File: config.mk
export PLATFORM = sky130hd
export DESIGN_NAME = sdspi_cmd_engine
export DESIGN_NICKNAME = d
export VERILOG_FILES = /design/src/rtl/sdspi_pkg.sv /design/src/rtl/sdspi_frame.sv /design/src/rtl/sdspi_classify.sv /design/src/rtl/sdspi_step_ctr.sv /design/src/rtl/sdspi_cmd_engine.sv
export SDC_FILE = /design/constraint.sdc
export NUM_CORES = 1
export LEC_CHECK = 0
export BUFFER_PORTS_ARGS = -buffer_cell sky130_fd_sc_hd__clkbuf_2
export CAP_MARGIN = 25
export CORE_UTILIZATION = 56
export DETAILED_ROUTE_END_ITERATION = 12
export GPL_ROUTABILITY_DRIVEN = 0
export PLACE_DENSITY = 0.91
export SYNTH_ARGS = -nofsm -noshare
export SYNTH_HDL_FRONTEND = slang
export SYNTH_HIERARCHICAL = 1
export SYNTH_SLANG_ARGS = --single-unit
export TNS_END_PERCENT = 1
File: constraint.sdc
create_clock -name clk -period 4.02 [get_ports clk]
set_input_delay 0.201 -clock clk [delete_from_list [all_inputs] [get_ports clk]]
set_output_delay 0.201 -clock clk [all_outputs]
set_load 0.05 [all_outputs]
File: src/rtl/sdspi_pkg.sv
package sdspi_pkg;

    localparam int FRAME_LEN  = 7;
    localparam int RESP_BYTES = 4;

    typedef enum logic [2:0] {
        ST_PRE, ST_IDLE, ST_FRAME, ST_POLL, ST_EXTRA, ST_TAIL, ST_FINISH
    } eng_state_e;

    typedef enum logic [1:0] {
        CLS_NONE    = 2'd0,
        CLS_TIMEOUT = 2'd1,
        CLS_CRC     = 2'd2,
        CLS_OTHER   = 2'd3
    } err_class_e;

    // Bit-serial CRC7, generator x^7 + x^3 + 1, register starts at zero.
    function automatic logic [6:0] crc7_of40(input logic [39:0] msg);
        logic [6:0] acc;
        logic       fb;
        acc = '0;
        for (int i = 39; i >= 0; i--) begin
            fb  = msg[i] ^ acc[6];
            acc = {acc[5:0], 1'b0};
            if (fb) acc = acc ^ 7'h09;
        end
        return acc;
    endfunction

endpackage

File: src/rtl/sdspi_frame.sv
module sdspi_frame
    import sdspi_pkg::*;
#(
    parameter int SEL_W = 3
) (
    input  logic [5:0]       index,
    input  logic [31:0]      arg,
    input  logic             crc_on,
    input  logic [SEL_W-1:0] sel,
    output logic [7:0]       frame_byte
);
    localparam logic [7:0] FIXED_CRC = 8'h95;

    logic [7:0] slot [FRAME_LEN];
    logic [6:0] crc;

    assign crc = crc7_of40({2'b01, index, arg});

    assign slot[0] = 8'hFF;
    assign slot[1] = {2'b01, index};

    genvar g;
    generate
        for (g = 0; g < RESP_BYTES; g++) begin : g_arg
            assign slot[2+g] = arg[31-8*g -: 8];
        end
    endgenerate

    assign slot[FRAME_LEN-1] = crc_on ? {crc, 1'b1} : FIXED_CRC;

    always_comb begin
        frame_byte = 8'hFF;
        for (int i = 0; i < FRAME_LEN; i++) begin
            if (sel == SEL_W'(i)) frame_byte = slot[i];
        end
    end
endmodule

File: src/rtl/sdspi_classify.sv
module sdspi_classify
    import sdspi_pkg::*;
(
    input  logic [7:0]  r1,
    output err_class_e  cls
);
    always_comb begin
        if (r1 == 8'hFF)        cls = CLS_TIMEOUT;
        else if (r1[3])         cls = CLS_CRC;
        else if (|r1[7:1])      cls = CLS_OTHER;
        else                    cls = CLS_NONE;
    end
endmodule

File: src/rtl/sdspi_step_ctr.sv
module sdspi_step_ctr #(
    parameter int W = 4
) (
    input  logic         clk,
    input  logic         rst_n,
    input  logic         clr,
    input  logic         inc,
    output logic [W-1:0] count
);
    always_ff @(posedge clk or negedge rst_n) begin
        if (!rst_n)     count <= '0;
        else if (clr)   count <= '0;
        else if (inc)   count <= count + 1'b1;
    end
endmodule

File: src/rtl/sdspi_cmd_engine.sv
module sdspi_cmd_engine
    import sdspi_pkg::*;
#(
    parameter int PRE_BYTES  = 10,
    parameter int POLL_LIMIT = 8,
    parameter int TAIL_BYTES = 1
) (
    input  logic        clk,
    input  logic        rst_n,
    input  logic        start,
    input  logic [5:0]  cmd_index,
    input  logic [31:0] cmd_arg,
    input  logic        long_resp,
    input  logic        crc_on,
    output logic        ready,
    output logic        busy,
    output logic        done,
    output logic [7:0]  r1,
    output logic [31:0] resp_word,
    output logic [1:0]  err_class,
    output logic        xfer_req,
    output logic [7:0]  xfer_tx,
    output logic        xfer_sel,
    input  logic        xfer_ack,
    input  logic [7:0]  xfer_rx
);
    localparam int MAX_A = (PRE_BYTES > POLL_LIMIT) ? PRE_BYTES : POLL_LIMIT;
    localparam int MAX_B = (FRAME_LEN > TAIL_BYTES) ? FRAME_LEN : TAIL_BYTES;
    localparam int MAX_C = (MAX_A > MAX_B) ? MAX_A : MAX_B;
    localparam int CNT_W = $clog2(MAX_C + 1);
    localparam int SEL_W = $clog2(FRAME_LEN + 1);

    eng_state_e  state, state_n;
    logic [CNT_W-1:0] cnt;
    logic        cnt_clr, cnt_inc;
    logic [5:0]  idx_q;
    logic [31:0] arg_q;
    logic        long_q, crc_q;
    logic [7:0]  r1_q;
    logic [31:0] resp_q;
    logic [7:0]  frame_byte;
    logic        poll_hit;
    err_class_e  cls;

    sdspi_step_ctr #(.W(CNT_W)) u_ctr (
        .clk(clk), .rst_n(rst_n), .clr(cnt_clr), .inc(cnt_inc), .count(cnt)
    );

    sdspi_frame #(.SEL_W(SEL_W)) u_frame (
        .index(idx_q), .arg(arg_q), .crc_on(crc_q),
        .sel(SEL_W'(cnt)), .frame_byte(frame_byte)
    );

    sdspi_classify u_cls (.r1(r1_q), .cls(cls));

    assign poll_hit = (cnt != '0) && !xfer_rx[7];

    // State register
    always_ff @(posedge clk or negedge rst_n) begin
        if (!rst_n) state <= ST_PRE;
        else        state <= state_n;
    end

    // Next state and counter control
    always_comb begin
        state_n = state;
        cnt_clr = 1'b0;
        cnt_inc = 1'b0;
        unique case (state)
            ST_PRE: if (xfer_ack) begin
                if (cnt == CNT_W'(PRE_BYTES - 1)) begin
                    state_n = ST_IDLE; cnt_clr = 1'b1;
                end else cnt_inc = 1'b1;
            end
            ST_IDLE: if (start) begin
                state_n = ST_FRAME; cnt_clr = 1'b1;
            end
            ST_FRAME: if (xfer_ack) begin
                if (cnt == CNT_W'(FRAME_LEN - 1)) begin
                    state_n = ST_POLL; cnt_clr = 1'b1;
                end else cnt_inc = 1'b1;
            end
            ST_POLL: if (xfer_ack) begin
                if (poll_hit) begin
                    cnt_clr = 1'b1;
                    state_n = (long_q && (xfer_rx[7:1] == 7'd0)) ? ST_EXTRA : ST_TAIL;
                end else if (cnt == CNT_W'(POLL_LIMIT - 1)) begin
                    state_n = ST_TAIL; cnt_clr = 1'b1;
                end else cnt_inc = 1'b1;
            end
            ST_EXTRA: if (xfer_ack) begin
                if (cnt == CNT_W'(RESP_BYTES - 1)) begin
                    state_n = ST_TAIL; cnt_clr = 1'b1;
                end else cnt_inc = 1'b1;
            end
            ST_TAIL: if (xfer_ack) begin
                if (cnt == CNT_W'(TAIL_BYTES - 1)) begin
                    state_n = ST_FINISH; cnt_clr = 1'b1;
                end else cnt_inc = 1'b1;
            end
            ST_FINISH: state_n = ST_IDLE;
            default:   state_n = ST_IDLE;
        endcase
    end

    // Command latch and reply capture
    always_ff @(posedge clk or negedge rst_n) begin
        if (!rst_n) begin
            idx_q  <= '0;
            arg_q  <= '0;
            long_q <= 1'b0;
            crc_q  <= 1'b0;
            r1_q   <= 8'hFF;
            resp_q <= '0;
        end else begin
            if (state == ST_IDLE && start) begin
                idx_q  <= cmd_index;
                arg_q  <= cmd_arg;
                long_q <= long_resp;
                crc_q  <= crc_on;
                r1_q   <= 8'hFF;
                resp_q <= '0;
            end
            if (state == ST_POLL && xfer_ack && poll_hit) r1_q <= xfer_rx;
            if (state == ST_EXTRA && xfer_ack) resp_q <= {resp_q[23:0], xfer_rx};
        end
    end

    // Outputs
    always_comb begin
        xfer_req = 1'b0;
        xfer_sel = 1'b0;
        xfer_tx  = 8'hFF;
        unique case (state)
            ST_PRE, ST_TAIL: xfer_req = 1'b1;
            ST_FRAME: begin
                xfer_req = 1'b1; xfer_sel = 1'b1; xfer_tx = frame_byte;
            end
            ST_POLL, ST_EXTRA: begin
                xfer_req = 1'b1; xfer_sel = 1'b1;
            end
            default: ;
        endcase
        ready     = (state == ST_IDLE);
        busy      = (state != ST_IDLE);
        done      = (state == ST_FINISH);
        r1        = r1_q;
        resp_word = resp_q;
        err_class = cls;
    end

    // Checks
    assert_hold_R2: assert property (@(posedge clk) disable iff (!rst_n)
        xfer_req && !xfer_ack |=> xfer_req && $stable(xfer_tx) && $stable(xfer_sel));

    assert_deselect_ones_R9: assert property (@(posedge clk) disable iff (!rst_n)
        xfer_req && !xfer_sel |-> xfer_tx == 8'hFF);

    assert_done_single_R9: assert property (@(posedge clk) disable iff (!rst_n)
        done |=> !done);

    assert_r1_shape_R6: assert property (@(posedge clk) disable iff (!rst_n)
        done |-> (!r1[7] || r1 == 8'hFF));

    assert_resp_clear_R8: assert property (@(posedge clk) disable iff (!rst_n)
        done && err_class != 2'd0 |-> resp_word == 32'd0);

    assert_ready_quiet_R1: assert property (@(posedge clk) disable iff (!rst_n)
        ready |-> !xfer_req && !xfer_sel);

    assert_poll_bound_R6: assert property (@(posedge clk) disable iff (!rst_n)
        state == ST_POLL |-> cnt < CNT_W'(POLL_LIMIT));
endmodule

==> flow_summary_export.csv <==
group,metric,value,unit
run_status,status,"finished clean",
clocking,clock-sinks,87,
floorplanning,die_area,0.00937,mm^2
logic_synthesis,yosysSeqAreaShare,43.4,%
floorplanning,coreArea,0.00872,mm^2
timing,finalHoldViolCount,0,
logic_synthesis,syn_area_per_cell,8.93,um^2
route,drtIter0Drc,290,
final_layout,utilization,67.3,%
worst_hold_path,hold_path_class,"input pin to flop",
clocking,clock_latency,0.37,ns
logic_synthesis,synthArstFlopShare,100,%
placement,dpl.hpwl,8.79,mm
clocking,cts_max_level,3,
clocking,cts_tree,"done",
final_layout,multiInputGateArea,0.00269,mm^2
clocking,cts_resized,0,
clocking,numCtsBuffers,9,
final_layout,insertedDiodeCount,0,
logic_synthesis,synth_area,0.00503,mm^2
global_routing,grt_max_degree,74,
route,firstDrtPassIters,5,
logic_synthesis,ys_top_cells_by_area,"dfrtp_1 (39%), nand2_1 (15%), xnor2_1 (6.4%)",
final_layout,nFillCells,654,
clocking,clockBufferDepth,2,
timing,rsz0062_at_grt,"false",
timing,setup_ws,0.435,ns
logic_synthesis,synth-edff-count,0,
global_routing,antenna_found_initial,0,
global_routing,overflow,0,
placement,port_buffers,106,
flow_run,drv_cap,0,
floorplanning,rows,34,
logic_synthesis,yosysWarningCount,6,
floorplanning,io_pins,107,
final_layout,final-seq-area,0.00219,mm^2
logic_synthesis,yosysUniqueCellTypes,61,
logic_synthesis,synth-seq-cells,87,
route,vias_per_cell,5.57,
logic_synthesis,synth_top_area_share,39.3,%
clocking,root_buffer,"clkbuf_8",
logic_synthesis,synth_top_area_cell,"dfrtp_1",
logic_synthesis,synth_common_cells,"nand2_1 (200), dfrtp_1 (79), o21ai_0 (43)",
critical_path,worst_setup_path_start_kind,"flop",
critical_path,cp_data_required_time,3.82,ns
timing,drv_slew,0,
timing,setup_viol,0,
timing,slew_headroom,40.0,%
final_layout,syn2layout_area_growth,16.6,%
global_routing,grt_pass1_wl,20.5,mm
critical_path,timing_worst_setup_path_type,"flop to output pin",
final_layout,nNetsFinal,716,
route,vias,4326,
placement,post-place-ws,0.838,ns
logic_synthesis,netlist_instances,564,
clocking,clk_pin_slew,0.11,ns
critical_path,cp_max_fo,4,
route,ant_nets,0,
timing,fmax,279,MHz
global_routing,grt_pass1_vias,4227,
timing,fin_crit,3.58,ns
critical_path,arrival,3.38,ns
route,avgRoutedWirePerCell,15.9,um
logic_synthesis,yosysMostFrequentCell,"nand2_1",
logic_synthesis,synth_fp_nets,617,
route,remaining_drc_errors,0,
final_layout,layout-drive-gt1-share,23.7,%
route,wl,12.3,mm
floorplanning,start_util,57.7,%
timing,fin_setup_tns,0,ns
floorplanning,dieHeight,96.8,um
logic_synthesis,ys.flop_type,"dfrtp_1",
timing,fin_hold_ws,0.0192,ns
timing,finClkSkew,0.0180,ns
timing,worst_pin_slew,0.901,ns
timing,timing.final.crit_share,89.2,%
global_routing,track_usage,27.1,%
critical_path,crit_path_end_kind,"output pin",
floorplanning,die_width,96.8,um
==> critical path, stage by stage (launching register included) <==
cell,delay (ns)
dfrtp_1,0.42
xnor3_2,0.50
xnor3_1,0.46
xnor3_1,0.45
xnor3_1,0.41
xnor2_1,0.15
o221ai_1,0.19
nand2b_1,0.17
clkbuf_2,0.28
==> per-stage QoR <==
stage	cell area, um^2	instances
floorplan	5030	564
global placement	5610	755
detailed placement	5610	755
CTS	5830	772
global route	5870	776
finish	5870	776
==> area by class of cell <==
class / instances / area share, %
Multi-Input combinational cell: 442 / 45.9
Tap cell: 108 / 2.30
Clock inverter: 7 / 1.39
Timing Repair Buffer: 116 / 10.6
Inverter: 7 / 0.469
Clock buffer: 9 / 2.11
Sequential cell: 87 / 37.3
==> worst paths after layout <==
check	cells past startpoint	from	to	slack, ns
max	8	idx_q[4]$_DFFE_PN0P_	xfer_tx[5]	0.44
min	3	crc_on	crc_q$_DFFE_PN0P_	0.02
max reg2reg	7	u_ctr/count[2]$_DFFE_PN0P_	u_ctr/count[3]$_DFFE_PN0P_	1.25
min reg2reg	2	long_q$_DFFE_PN0P_	long_q$_DFFE_PN0P_	0.50
max in group asynchronous	3	rst_n	r1[0]$_DFFE_PN1P_	2.69
min in group asynchronous	2	rst_n	u_ctr/count[1]$_DFFE_PN0P_	0.39
==> layer usage <==
layer	track usage, %	vias up	part of all wire [%]
met2	42.9	192	48
met1	35.6	2034	41
met3	5.56	40	7.4
li1	-	2060	-
met5	0	-	0
met4	13.1	0	3.4
==> state kept, by name (all words and copies together), names as in the netlist <==
signal / cells
crc_q: 1
u_ctr/count: 4
arg_q: 32
long_q: 1
state: 3
resp_word: 32
idx_q: 6
r1: 8
==> logic make-up after synthesis <==
| kind of cell | after synthesis | synth area share, % |
|---|---|---|
| flops | 87 | 43.4 |
| simple gates | 271 | 23.8 |
| fa+ha+maj | 1 | 0.248 |
| compound gates | 94 | 11.1 |
| xor+xnor | 66 | 16.1 |
| buf+inv | 35 | 3.13 |
| mux | 10 | 2.14 |
==> cells in the final DEF, fill, tap and decap left out, types with 3 or more instances in the layout <==
| master | instances |
|---|---|
| nand2_1 | 199 |
| clkbuf_2 | 105 |
| dfrtp_1 | 79 |
| o21ai_0 | 43 |
| xnor2_1 | 37 |
| nor2_1 | 22 |
| o21ai_1 | 15 |
| nand2b_1 | 14 |
| a21oi_1 | 13 |
| xnor3_1 | 12 |
| xor2_1 | 12 |
| clkbuf_8 | 9 |
| dfstp_2 | 8 |
| buf_4 | 7 |
| mux2i_1 | 7 |
| inv_1 | 6 |
| nor2b_1 | 6 |
| nor3_1 | 5 |
| nand3_1 | 4 |
| a211oi_1 | 3 |
| o22ai_1 | 3 |
| o221ai_1 | 3 |
==> what timing repair did <==
action                    CTS  global route
setup buffers               0             0
hold endpoints to repair   47             1
hold buffers                1             1
Power is left out: the tool's default activity adds up to more than one toggle a clock period on the data nets, which glitch-free logic cannot reach.
